## src/rtl/interp_pkg.sv

```systemverilog
package interp_pkg;
  localparam int NIB_W       = 4;
  localparam int ACC_NIBS    = 3;
  localparam int ACC_W       = NIB_W * ACC_NIBS;
  localparam int NUM_REGS    = 4;
  localparam int ADDR_W      = $clog2(NUM_REGS);
  localparam int CNT_W       = $clog2(ACC_NIBS);
  localparam int LUT_AW      = ACC_W - NIB_W;
  localparam int LUT_DEPTH   = 1 << LUT_AW;
  localparam int COS_OFS     = LUT_DEPTH / 4;
  localparam int OUT_W       = 2 * NIB_W;
  localparam int AMP         = (1 << (OUT_W - 1)) - 1;

  typedef enum logic [1:0] {
    ST_IDLE = 2'd0,
    ST_ADD  = 2'd1,
    ST_LOOK = 2'd2
  } seq_state_e;

  // offset-binary sine sample, evaluated at elaboration
  function automatic logic [OUT_W-1:0] wave_sample(input int idx);
    real ang;
    real val;
    ang = 2.0 * 3.14159265358979 * idx / LUT_DEPTH;
    val = AMP * $sin(ang);
    return OUT_W'((1 << (OUT_W - 1)) + $rtoi($floor(val + 0.5)));
  endfunction
endpackage

```

## src/rtl/interp_regfile.sv

```systemverilog
module interp_regfile
  import interp_pkg::*;
(
  input  logic              clk_i,
  input  logic              rst_ni,
  input  logic              wr_ni,
  input  logic [ADDR_W-1:0] wr_addr_i,
  input  logic [NIB_W-1:0]  wr_data_i,
  input  logic [ADDR_W-1:0] rd_addr_i,
  output logic [NIB_W-1:0]  rd_data_o
);
  logic [NIB_W-1:0] regs_q [NUM_REGS];

  for (genvar g = 0; g < NUM_REGS; g++) begin : g_reg
    always_ff @(posedge clk_i or negedge rst_ni) begin
      if (!rst_ni)                                     regs_q[g] <= '0;
      else if (!wr_ni && wr_addr_i == ADDR_W'(g))      regs_q[g] <= wr_data_i;
    end
  end

  assign rd_data_o = regs_q[rd_addr_i];
endmodule

```

## src/rtl/interp_seq.sv

```systemverilog
module interp_seq
  import interp_pkg::*;
(
  input  logic                clk_i,
  input  logic                rst_ni,
  input  logic                start_i,
  output logic [ACC_NIBS-1:0] nib_we_o,
  output logic [CNT_W-1:0]    nib_idx_o,
  output logic [ADDR_W-1:0]   rd_addr_o,
  output logic                sign_sel_o,
  output logic                load_o
);
  seq_state_e       state_q, state_d;
  logic [CNT_W-1:0] cnt_q, cnt_d;
  localparam logic [CNT_W-1:0] LAST = CNT_W'(ACC_NIBS - 1);

  always_comb begin
    state_d = state_q;
    cnt_d   = cnt_q;
    unique case (state_q)
      ST_IDLE: if (start_i) begin state_d = ST_ADD; cnt_d = '0; end
      ST_ADD:  if (cnt_q == LAST) state_d = ST_LOOK;
               else cnt_d = cnt_q + 1'b1;
      ST_LOOK: state_d = ST_IDLE;
      default: state_d = ST_IDLE;
    endcase
  end

  always_ff @(posedge clk_i or negedge rst_ni) begin
    if (!rst_ni) begin
      state_q <= ST_IDLE;
      cnt_q   <= '0;
    end else begin
      state_q <= state_d;
      cnt_q   <= cnt_d;
    end
  end

  for (genvar g = 0; g < ACC_NIBS; g++) begin : g_we
    assign nib_we_o[g] = (state_q == ST_ADD) && (cnt_q == CNT_W'(g));
  end

  assign nib_idx_o  = cnt_q;
  assign rd_addr_o  = (cnt_q == '0) ? ADDR_W'(0) : ADDR_W'(1);
  assign sign_sel_o = (cnt_q == LAST);
  assign load_o     = (state_q == ST_LOOK);


  we_onehot_chk: assert property (@(posedge clk_i) disable iff (!rst_ni)
    $onehot0(nib_we_o));

  no_restart_chk: assert property (@(posedge clk_i) disable iff (!rst_ni)
    (state_q != ST_IDLE) |=> !(nib_we_o[0] && $past(state_q) == ST_ADD));

  load_after_top_chk: assert property (@(posedge clk_i) disable iff (!rst_ni)
    nib_we_o[ACC_NIBS-1] |=> load_o);
endmodule

```

## src/rtl/interp_datapath.sv

```systemverilog
module interp_datapath
  import interp_pkg::*;
(
  input  logic                clk_i,
  input  logic                rst_ni,
  input  logic [ACC_NIBS-1:0] nib_we_i,
  input  logic [CNT_W-1:0]    nib_idx_i,
  input  logic                sign_sel_i,
  input  logic [NIB_W-1:0]    step_nib_i,
  output logic [ACC_W-1:0]    acc_o
);
  logic [ACC_W-1:0] acc_q;
  logic             carry_q;
  logic [NIB_W-1:0] op_a, op_b;
  logic             cin;
  logic [NIB_W:0]   sum;

  assign op_a = sign_sel_i ? {NIB_W{step_nib_i[NIB_W-1]}} : step_nib_i;
  assign op_b = acc_q[nib_idx_i*NIB_W +: NIB_W];
  assign cin  = (nib_idx_i == '0) ? 1'b0 : carry_q;
  assign sum  = {1'b0, op_a} + {1'b0, op_b} + {{NIB_W{1'b0}}, cin};

  for (genvar g = 0; g < ACC_NIBS; g++) begin : g_nib
    always_ff @(posedge clk_i or negedge rst_ni) begin
      if (!rst_ni)          acc_q[g*NIB_W +: NIB_W] <= '0;
      else if (nib_we_i[g]) acc_q[g*NIB_W +: NIB_W] <= sum[NIB_W-1:0];
    end
  end

  // top-nibble carry dropped: modulo wrap
  always_ff @(posedge clk_i or negedge rst_ni) begin
    if (!rst_ni)        carry_q <= 1'b0;
    else if (|nib_we_i) carry_q <= sign_sel_i ? 1'b0 : sum[NIB_W];
  end

  assign acc_o = acc_q;


  acc_hold_chk: assert property (@(posedge clk_i) disable iff (!rst_ni)
    !(|nib_we_i) |=> $stable(acc_q));

  low_nib_stable_chk: assert property (@(posedge clk_i) disable iff (!rst_ni)
    (nib_we_i[1] || nib_we_i[2]) |=> $stable(acc_q[NIB_W-1:0]));
endmodule

```

## src/rtl/interp_lut.sv

```systemverilog
module interp_lut
  import interp_pkg::*;
(
  input  logic              clk_i,
  input  logic              rst_ni,
  input  logic              load_i,
  input  logic              sel_cos_i,
  input  logic [LUT_AW-1:0] phase_i,
  output logic [OUT_W-1:0]  dac_o,
  output logic              valid_o
);
  logic [NIB_W-1:0]  hi_tab [LUT_DEPTH];
  logic [NIB_W-1:0]  lo_tab [LUT_DEPTH];
  logic [LUT_AW-1:0] addr;
  logic [OUT_W-1:0]  dac_q;
  logic              valid_q;

  for (genvar g = 0; g < LUT_DEPTH; g++) begin : g_tab
    localparam logic [OUT_W-1:0] V = wave_sample(g);
    assign hi_tab[g] = V[OUT_W-1:NIB_W];
    assign lo_tab[g] = V[NIB_W-1:0];
  end

  assign addr = phase_i + (sel_cos_i ? LUT_AW'(COS_OFS) : '0);

  always_ff @(posedge clk_i or negedge rst_ni) begin
    if (!rst_ni) begin
      dac_q   <= OUT_W'(1 << (OUT_W - 1));
      valid_q <= 1'b0;
    end else begin
      valid_q <= load_i;
      if (load_i) dac_q <= {hi_tab[addr], lo_tab[addr]};
    end
  end

  assign dac_o   = dac_q;
  assign valid_o = valid_q;


  valid_pulse_chk: assert property (@(posedge clk_i) disable iff (!rst_ni)
    valid_q |=> !valid_q);

  dac_hold_chk: assert property (@(posedge clk_i) disable iff (!rst_ni)
    !load_i |=> $stable(dac_q));
endmodule

```

## src/rtl/interp_phase_acc.sv

```systemverilog
module interp_phase_acc
  import interp_pkg::*;
(
  input  logic              clk_i,
  input  logic              rst_ni,
  input  logic              wr_ni,
  input  logic [ADDR_W-1:0] addr_i,
  input  logic [NIB_W-1:0]  data_i,
  input  logic              start_i,
  input  logic              sel_cos_i,
  output logic [ACC_W-1:0]  acc_o,
  output logic [OUT_W-1:0]  dac_o,
  output logic              valid_o
);
  logic [ACC_NIBS-1:0] nib_we;
  logic [CNT_W-1:0]    nib_idx;
  logic [ADDR_W-1:0]   rd_addr;
  logic [NIB_W-1:0]    rd_data;
  logic                sign_sel;
  logic                load;

  interp_regfile u_regs (
    .clk_i, .rst_ni, .wr_ni,
    .wr_addr_i (addr_i),
    .wr_data_i (data_i),
    .rd_addr_i (rd_addr),
    .rd_data_o (rd_data)
  );

  interp_seq u_seq (
    .clk_i, .rst_ni, .start_i,
    .nib_we_o   (nib_we),
    .nib_idx_o  (nib_idx),
    .rd_addr_o  (rd_addr),
    .sign_sel_o (sign_sel),
    .load_o     (load)
  );

  interp_datapath u_dp (
    .clk_i, .rst_ni,
    .nib_we_i   (nib_we),
    .nib_idx_i  (nib_idx),
    .sign_sel_i (sign_sel),
    .step_nib_i (rd_data),
    .acc_o      (acc_o)
  );

  interp_lut u_lut (
    .clk_i, .rst_ni,
    .load_i    (load),
    .sel_cos_i (sel_cos_i),
    .phase_i   (acc_o[ACC_W-1:NIB_W]),
    .dac_o     (dac_o),
    .valid_o   (valid_o)
  );


  reset_state_chk: assert property (@(posedge clk_i)
    !rst_ni |-> (acc_o == '0 && !valid_o));
endmodule

```

## config.mk

```make
export PLATFORM = sky130hd
export DESIGN_NAME = interp_phase_acc
export DESIGN_NICKNAME = d
export VERILOG_FILES = /design/src/rtl/interp_pkg.sv /design/src/rtl/interp_regfile.sv /design/src/rtl/interp_seq.sv /design/src/rtl/interp_datapath.sv /design/src/rtl/interp_lut.sv /design/src/rtl/interp_phase_acc.sv
export SDC_FILE = /design/constraint.sdc
export NUM_CORES = 1
export LEC_CHECK = 0
export BUFFER_PORTS_ARGS = -buffer_cell sky130_fd_sc_hd__buf_2
export CAP_MARGIN = 20
export CORE_ASPECT_RATIO = 1.75
export CORE_UTILIZATION = 56
export DETAILED_ROUTE_END_ITERATION = 6
export HOLD_SLACK_MARGIN = 0.1
export MAX_ROUTING_LAYER = met4
export PLACE_DENSITY = 0.81
export RECOVER_POWER = 25
export SYNTH_ARGS = -nofsm -noshare
export SYNTH_HDL_FRONTEND = slang
export SYNTH_SLANG_ARGS = --single-unit
export TNS_END_PERCENT = 20
```

## constraint.sdc

```tcl
create_clock -name clk_i -period 3.65 [get_ports clk_i]
set_input_delay 0.1825 -clock clk_i [delete_from_list [all_inputs] [get_ports clk_i]]
set_output_delay 0.1825 -clock clk_i [all_outputs]
set_load 0.02 [all_outputs]
```

==> Word level (Yosys, flattened, before mapping) <==
Memory sizes are Yosys's and may differ from the RTL's. A register that Yosys moved wholly into a read port is not among the register bits.
Cells that the tools add are included.
Widths: inputs -> output; s select.
{ "word_totals": {"register_bits": 34, "latchBits": 0, "ramBits": 0, "mem_bits_ro": 2048, "input_bits": 11, "output_inout_bits": 21, "wordCells": 62, "memories": 2} }
{ "memory_table": {"columns": ["name", "depth", "word_bits", "rd", "rd_clocked_by_memory_dff", "wr", "line_no", "source"], "rows": [
  ["(name not given)", 256, 4, 1, 1, 0, "interp_lut.sv:32", "if (load_i) dac_q <= {hi_tab[addr], lo_tab[addr]};"],
  ["(name not given)", 256, 4, 1, 1, 0, "interp_lut.sv:32", null]
]} }
{ "op_classes": {"add_sub_neg": 4, "multipliers": 0, "n_div": 0, "n_lt_le_gt_ge": 1, "n_eq_ne": 10, "shifts": 1, "muxes": 14, "bitwise": 2, "n_reduce_logical": 17} }
{ "op_table": {"columns": ["op", "count"], "rows": [
  ["$shiftx 12x5->4", 1],
  ["$not 8->9", 1],
  ["$add 8x8->8", 1],
  ["$bmux 4 s2", 1],
  ["$eq 2x2->1 const B", 4],
  ["$mux 2", 4],
  ["$mux 4", 2],
  ["$pmux 2 s2", 2],
  ["$logic_and 1x1->1", 7],
  ["$mux 7", 1],
  ["$eq 2x1->1 const B", 3],
  ["$logic_not 2->1", 3],
  ["$add 4x4->5", 1],
  ["$add 5x1->5", 1],
  ["$ne 2x2->1 const B", 2],
  ["$ge 3x3->1 const B", 1],
  ["$logic_not 1->1", 3],
  ["$mux 1", 3],
  ["$mux 3", 1],
  ["$not 2->3", 1],
  ["$reduce_and 3->1", 1],
  ["$reduce_or 3->1", 1],
  ["$add 2x1->2 const B", 1],
  ["$ne 2x1->1 const B", 1],
  ["other kinds (2)", 2]
]} }

==> Depth between registers and ports, before layout <==
{ "depth": {"word_depth": 10, "ltp_mapped": 16} }

==> Hierarchy <==
Synthesis repeated with hierarchy kept, for this count alone.
{ "hier_totals": {"cells_unflattened": 501, "hier_area_um2": 4294.1} }
{ "by_module_without_submodules": {"columns": ["mod", "n_inst", "cells_each", "area_each_um2"], "rows": [
  ["interp_lut", 1, 342, 2403.6],
  ["interp_datapath", 1, 91, 884.6],
  ["interp_regfile", 1, 40, 725.7],
  ["interp_seq", 1, 28, 280.3]
]} }

==> Worst setup path before layout <==
Ideal clock, no wire load.
{ "synth_path": {"path_type": "register to register", "from": "register u_seq.cnt_q[1], in the netlist u_seq.nib_idx_o[1]", "to": "register u_dp.carry_q", "arrival_time_ns": 2.785, "path_slack_ns": 0.738, "stages_incl_launch_ff": 17, "synth_period_minus_slack_ns": 2.912, "path_cell_list": "dfrtp_1 clkbuf_1 inv_1 ha_1 clkbuf_1 mux2_2 nor2_1 a21oi_1 inv_1 fa_1 inv_1 fa_1 a21o_1 a21oi_1 nor3_1 a21oi_1 o21ai_0"} }
{ "synth_via": {"elab_chain_len": 10, "word_cells_on_any_way": 18, "classes_between": "add/sub (2); eq/ne (2); shift (1); mux (7); bitwise (1); reduce/logical (5)"} }
{ "synth_rtl": {"columns": ["element", "line_no", "source"], "rows": [
  ["start: declaration", "interp_seq.sv:14", "logic [CNT_W-1:0] cnt_q, cnt_d;"],
  ["start signal: assignment", "interp_seq.sv:35", "cnt_q <= cnt_d;"],
  ["$logic_not 2->1", "interp_seq.sv:40, interp_seq.sv:44, interp_datapath.sv:20", null],
  ["$mux 1", "interp_seq.sv:44", "assign rd_addr_o = (cnt_q == '0) ? ADDR_W'(0) : ADDR_W'(1);"],
  ["$not 2->3 (implied by the code)", "interp_regfile.sv:21", "assign rd_data_o = regs_q[rd_addr_i];"],
  ["$bmux 4 s2", "interp_regfile.sv:21", null],
  ["$mux 4 (implied by the code) (2 in series)", "interp_regfile.sv:21", null],
  ["$mux 3", "interp_datapath.sv:18", "assign op_a = sign_sel_i ? {NIB_W{step_nib_i[NIB_W-1]}} : step_nib_i;"],
  ["$add 4x4->5", "interp_datapath.sv:21", "assign sum = {1'b0, op_a} + {1'b0, op_b} + {{NIB_W{1'b0}}, cin};"],
  ["$add 5x1->5", "interp_datapath.sv:21", null],
  ["$mux 1", "interp_datapath.sv:33", "else if (|nib_we_i) carry_q <= sign_sel_i ? 1'b0 : sum[NIB_W];"],
  ["end signal: assignment", "interp_datapath.sv:33", null],
  ["end: declaration", "interp_datapath.sv:13", "logic carry_q;"]
]} }
Several ways; a longest one is shown, not always the timed one. The select of a mux whose other input is x is not followed.
A chain may end at the register's enable or synchronous reset.

==> Worst setup path after layout <==
Same ends and word-level chain as after synthesis.

==> key figures <==
Outcome
  – Outcome: finished, violations left
  – Failing checks: max-capacitance violations, max-slew violations

Setup path
  – CP startpoint kind: register
  – CP max FO: 7
  – Max incr delay on CP: 490 ps
  – Crit. End Element: register
  – Cell family with most CP delay: adder cells
  – Crit-path cells: inv_1 > ha_1 > mux2_2 > nor2_1 > a21oi_1 > inv_1 > fa_1 > inv_1 > fa_1 > a21o_1 > a21oi_1 > nor3_1 > a21oi_1 > o21ai_0
  – Worst Path Buf+Inv: 3
  – CP max-delay cell: dfrtp_1
  – Setup Crit Path Kind: reg2reg
  – Data required, critical path: 3830 ps
  – WP data arrival: 3180 ps

Clock network
  – CTS buffer count: 5
  – Hold Buf Count CTS: 1
  – Total clock sinks: 34
  – Post-CTS resize count: 0
  – Clock latency on the worst-skew pair: 300 ps
  – H-tree depth: 2
  – CTS tree: done
  – Post-CTS setup buffer count: 0
  – Clock Tree Buf Depth: 2
  – Worst-path clk slew: 80 ps
  – Clock Tree Root: clkbuf_8

Synthesis
  – Ys async rst share: 100.0%
  – Syn Nets: 498
  – Number of flops mapped to enable cells by yosys: 0
  – Syn_area_per_cell: 7.938 um^2
  – Ys Warns: 0
  – Cell variety after synth: 71
  – Primary FF master, synth: dfrtp_1
  – Post-synthesis register bit count: 34
  – Synthesized area: 0.003715 mm^2
  – Cells after Synth: 468
  – Sequential share of the synthesized area: 22.94%

Placement
  – Place WS: 682.5 ps
  – Detailed placer's ending HPWL: 8.634 mm
  – I/O Buffers: 31
  – GPL Wtd Cong: 1.023

STA
  – RSZ-0062 raised after global routing: no
  – FMAX: 333.1 MHz
  – PnR worst setup slack: 648.1 ps
  – Max_slew headroom: -26.28%
  – Hold violation count in the final report: 0
  – Crit path time final: 3002 ps
  – Final TNS setup: 0 ps
  – Skew final: 6.934 ps
  – Period utilization: 82.24%
  – Final setup viols: 0
  – Final count of pins violating max slew: 35
  – Actual slew at the worst max-slew pin: 1894 ps

Layout
  – Area growth, synth to finish: 5.389%
  – Nets@finish: 504
  – N_diodes: 0
  – Layout cell share with drive strength beyond 1: 13.05%

Route
  – M1 WL: 4.148 mm
  – Max Used Layer: met4
  – DRT Pass-1 Iters: 6
  – Wire length on met2: 6.092 mm
  – DRT iter0 DRCs: 477
  – Via/cell ratio: 7.105
  – Routed Antenna Nets: 0
  – Metal3 WL: 837 um
  – Routed len/inst: 22.01 um
  – Routed via count: 3943
  – Total Wirelength: 12.21 mm
  – DRC: 0

Die
  – Site Rows: 38
  – Die W: 63.57 um
  – Io pins: 32
  – Die ar.: 0.006976 mm^2
  – CORE AREA: 0.006324 mm^2
  – Die Y-Extent: 109.7 um
  – Initial Utilization: 58.75%

Global routing
  – Initial antenna violation count: 0
  – First-pass GRT wire length: 19.24 mm
  – Overflow left after global routing: 0
  – Pin count of the biggest net entering global routing: 38
  – Vias in the first global route: 3825
  – Aggregate global-route resource usage: 37.46%

Flow run
  – Max-cap violations: 1

Hold path
  – Hold Crit Class: in2reg
-- registers in the layout, indices dropped and copies added (netlist names) --
signal	count
u_seq.state_q	2
u_lut.dac_o	8
u_regs.regs_q	8
u_dp.acc_o	12
u_seq.nib_idx_o	2
u_lut.valid_o	1
u_dp.carry_q	1
-- worst paths after layout --
check	from	endpoint	depth (start not counted)	slack, ps
worst max-delay path	u_seq.nib_idx_o[1]$_DFFE_PN0P_	u_dp.carry_q$_DFFE_PN0P_	14	650
worst min-delay path	data_i[1]	u_regs.regs_q[13]$_DFFE_PN0P_	2	130
worst max register to register	u_seq.nib_idx_o[1]$_DFFE_PN0P_	u_dp.carry_q$_DFFE_PN0P_	14	650
worst min register to register	u_lut.dac_o[7]$_DFFE_PN1P_	u_lut.dac_o[7]$_DFFE_PN1P_	2	490
max in group asynchronous	rst_ni	u_dp.acc_o[6]$_DFFE_PN0P_	2	1480
min in group asynchronous	rst_ni	u_seq.state_q[1]$_DFFE_PN0P_	2	940
-- cell usage in the layout, fill, tap and decap left out, drive strengths merged, types with 9 or more instances in the layout --
master | Yosys | routed
dfrtp | 33 | 33
clkbuf | 11 | 21
nor3 | 9 | 9
mux2 | 16 | 16
nand3 | 12 | 12
mux2i | 15 | 15
buf | 32 | 26
nand2b | 28 | 28
nor2b | 13 | 13
a31oi | 13 | 13
inv | 15 | 16
a21oi | 34 | 34
o21ai | 37 | 37
nor2 | 27 | 27
ha | 17 | 17
nand2 | 39 | 39
-- stage by stage --
| step | hold WS [ps] | area (um^2) | utilization (%) | instances |
|---|---|---|---|---|
| global route | 123.9 | 3915 | 61.91 | 555 |
| floorplan | -113.1 | 3715 | - | 468 |
| finish | 131.7 | 3915 | 61.91 | 555 |
| detailed placement | 291.6 | 3825 | 60.49 | 546 |
| CTS | 128.3 | 3934 | 62.21 | 555 |
| global placement | 276.8 | 3825 | 60.49 | 546 |
-- synth_stat cells, types with 4 or more instances --
cell,number,area (um^2)
dfrtp_1,33,825.8
mux2_2,15,168.9
nor4_1,5,31.28
ha_1,17,212.7
xnor2_1,4,35.03
o21ai_1,4,20.02
a21oi_1,34,170.2
a31oi_1,13,81.33
nor3_1,9,45.04
inv_1,13,48.80
mux2i_1,15,150.1
a221oi_1,4,35.03
nor2b_1,13,81.33
a211oi_1,8,60.06
nor2_1,27,101.4
a211o_1,6,52.55
o21ai_0,33,165.2
buf_2,22,110.1
nand3_1,12,60.06
buf_4,7,52.55
nand2_1,39,146.4
a22oi_1,4,30.03
clkbuf_1,11,41.29
o211ai_1,6,45.04
nand2b_1,27,168.9
a311oi_1,4,35.03
nor3b_1,5,37.54
o31ai_1,4,30.03
-- kinds of logic (layout without fill, tap and decap cells) --
group / after synthesis / count (layout) / synth area share, %
AOI/OAI and AO/OA: 162 / 162 / 29.71
and+or+nand+nor: 158 / 158 / 22.36
buffers and inverters: 58 / 65 / 7.511
DFF: 34 / 34 / 22.94
muxes: 32 / 32 / 9.498
adders and majority gates: 19 / 19 / 6.804
xor gates and xnor gates: 5 / 5 / 1.179
-- cell type report --
class                   count  area (um^2)
inverters                  15        56.30
fillers                   589         2409
clock inverters             2        16.27
well taps                  80        100.1
flip-flops and latches     34        854.6
repair buffers             42        221.5
multi-input cells         376         2584
clock buffers               6        82.58
-- layer usage --
layer,GRT usage (%),up-vias
met3,4.461,95
met4,30.03,0
li1,-,1757
met5,-,-
met1,38.43,1847
met2,63.98,244
Power is left out: the tool's default activity adds up to more than one toggle a clock period on the data nets, which glitch-free logic cannot reach.
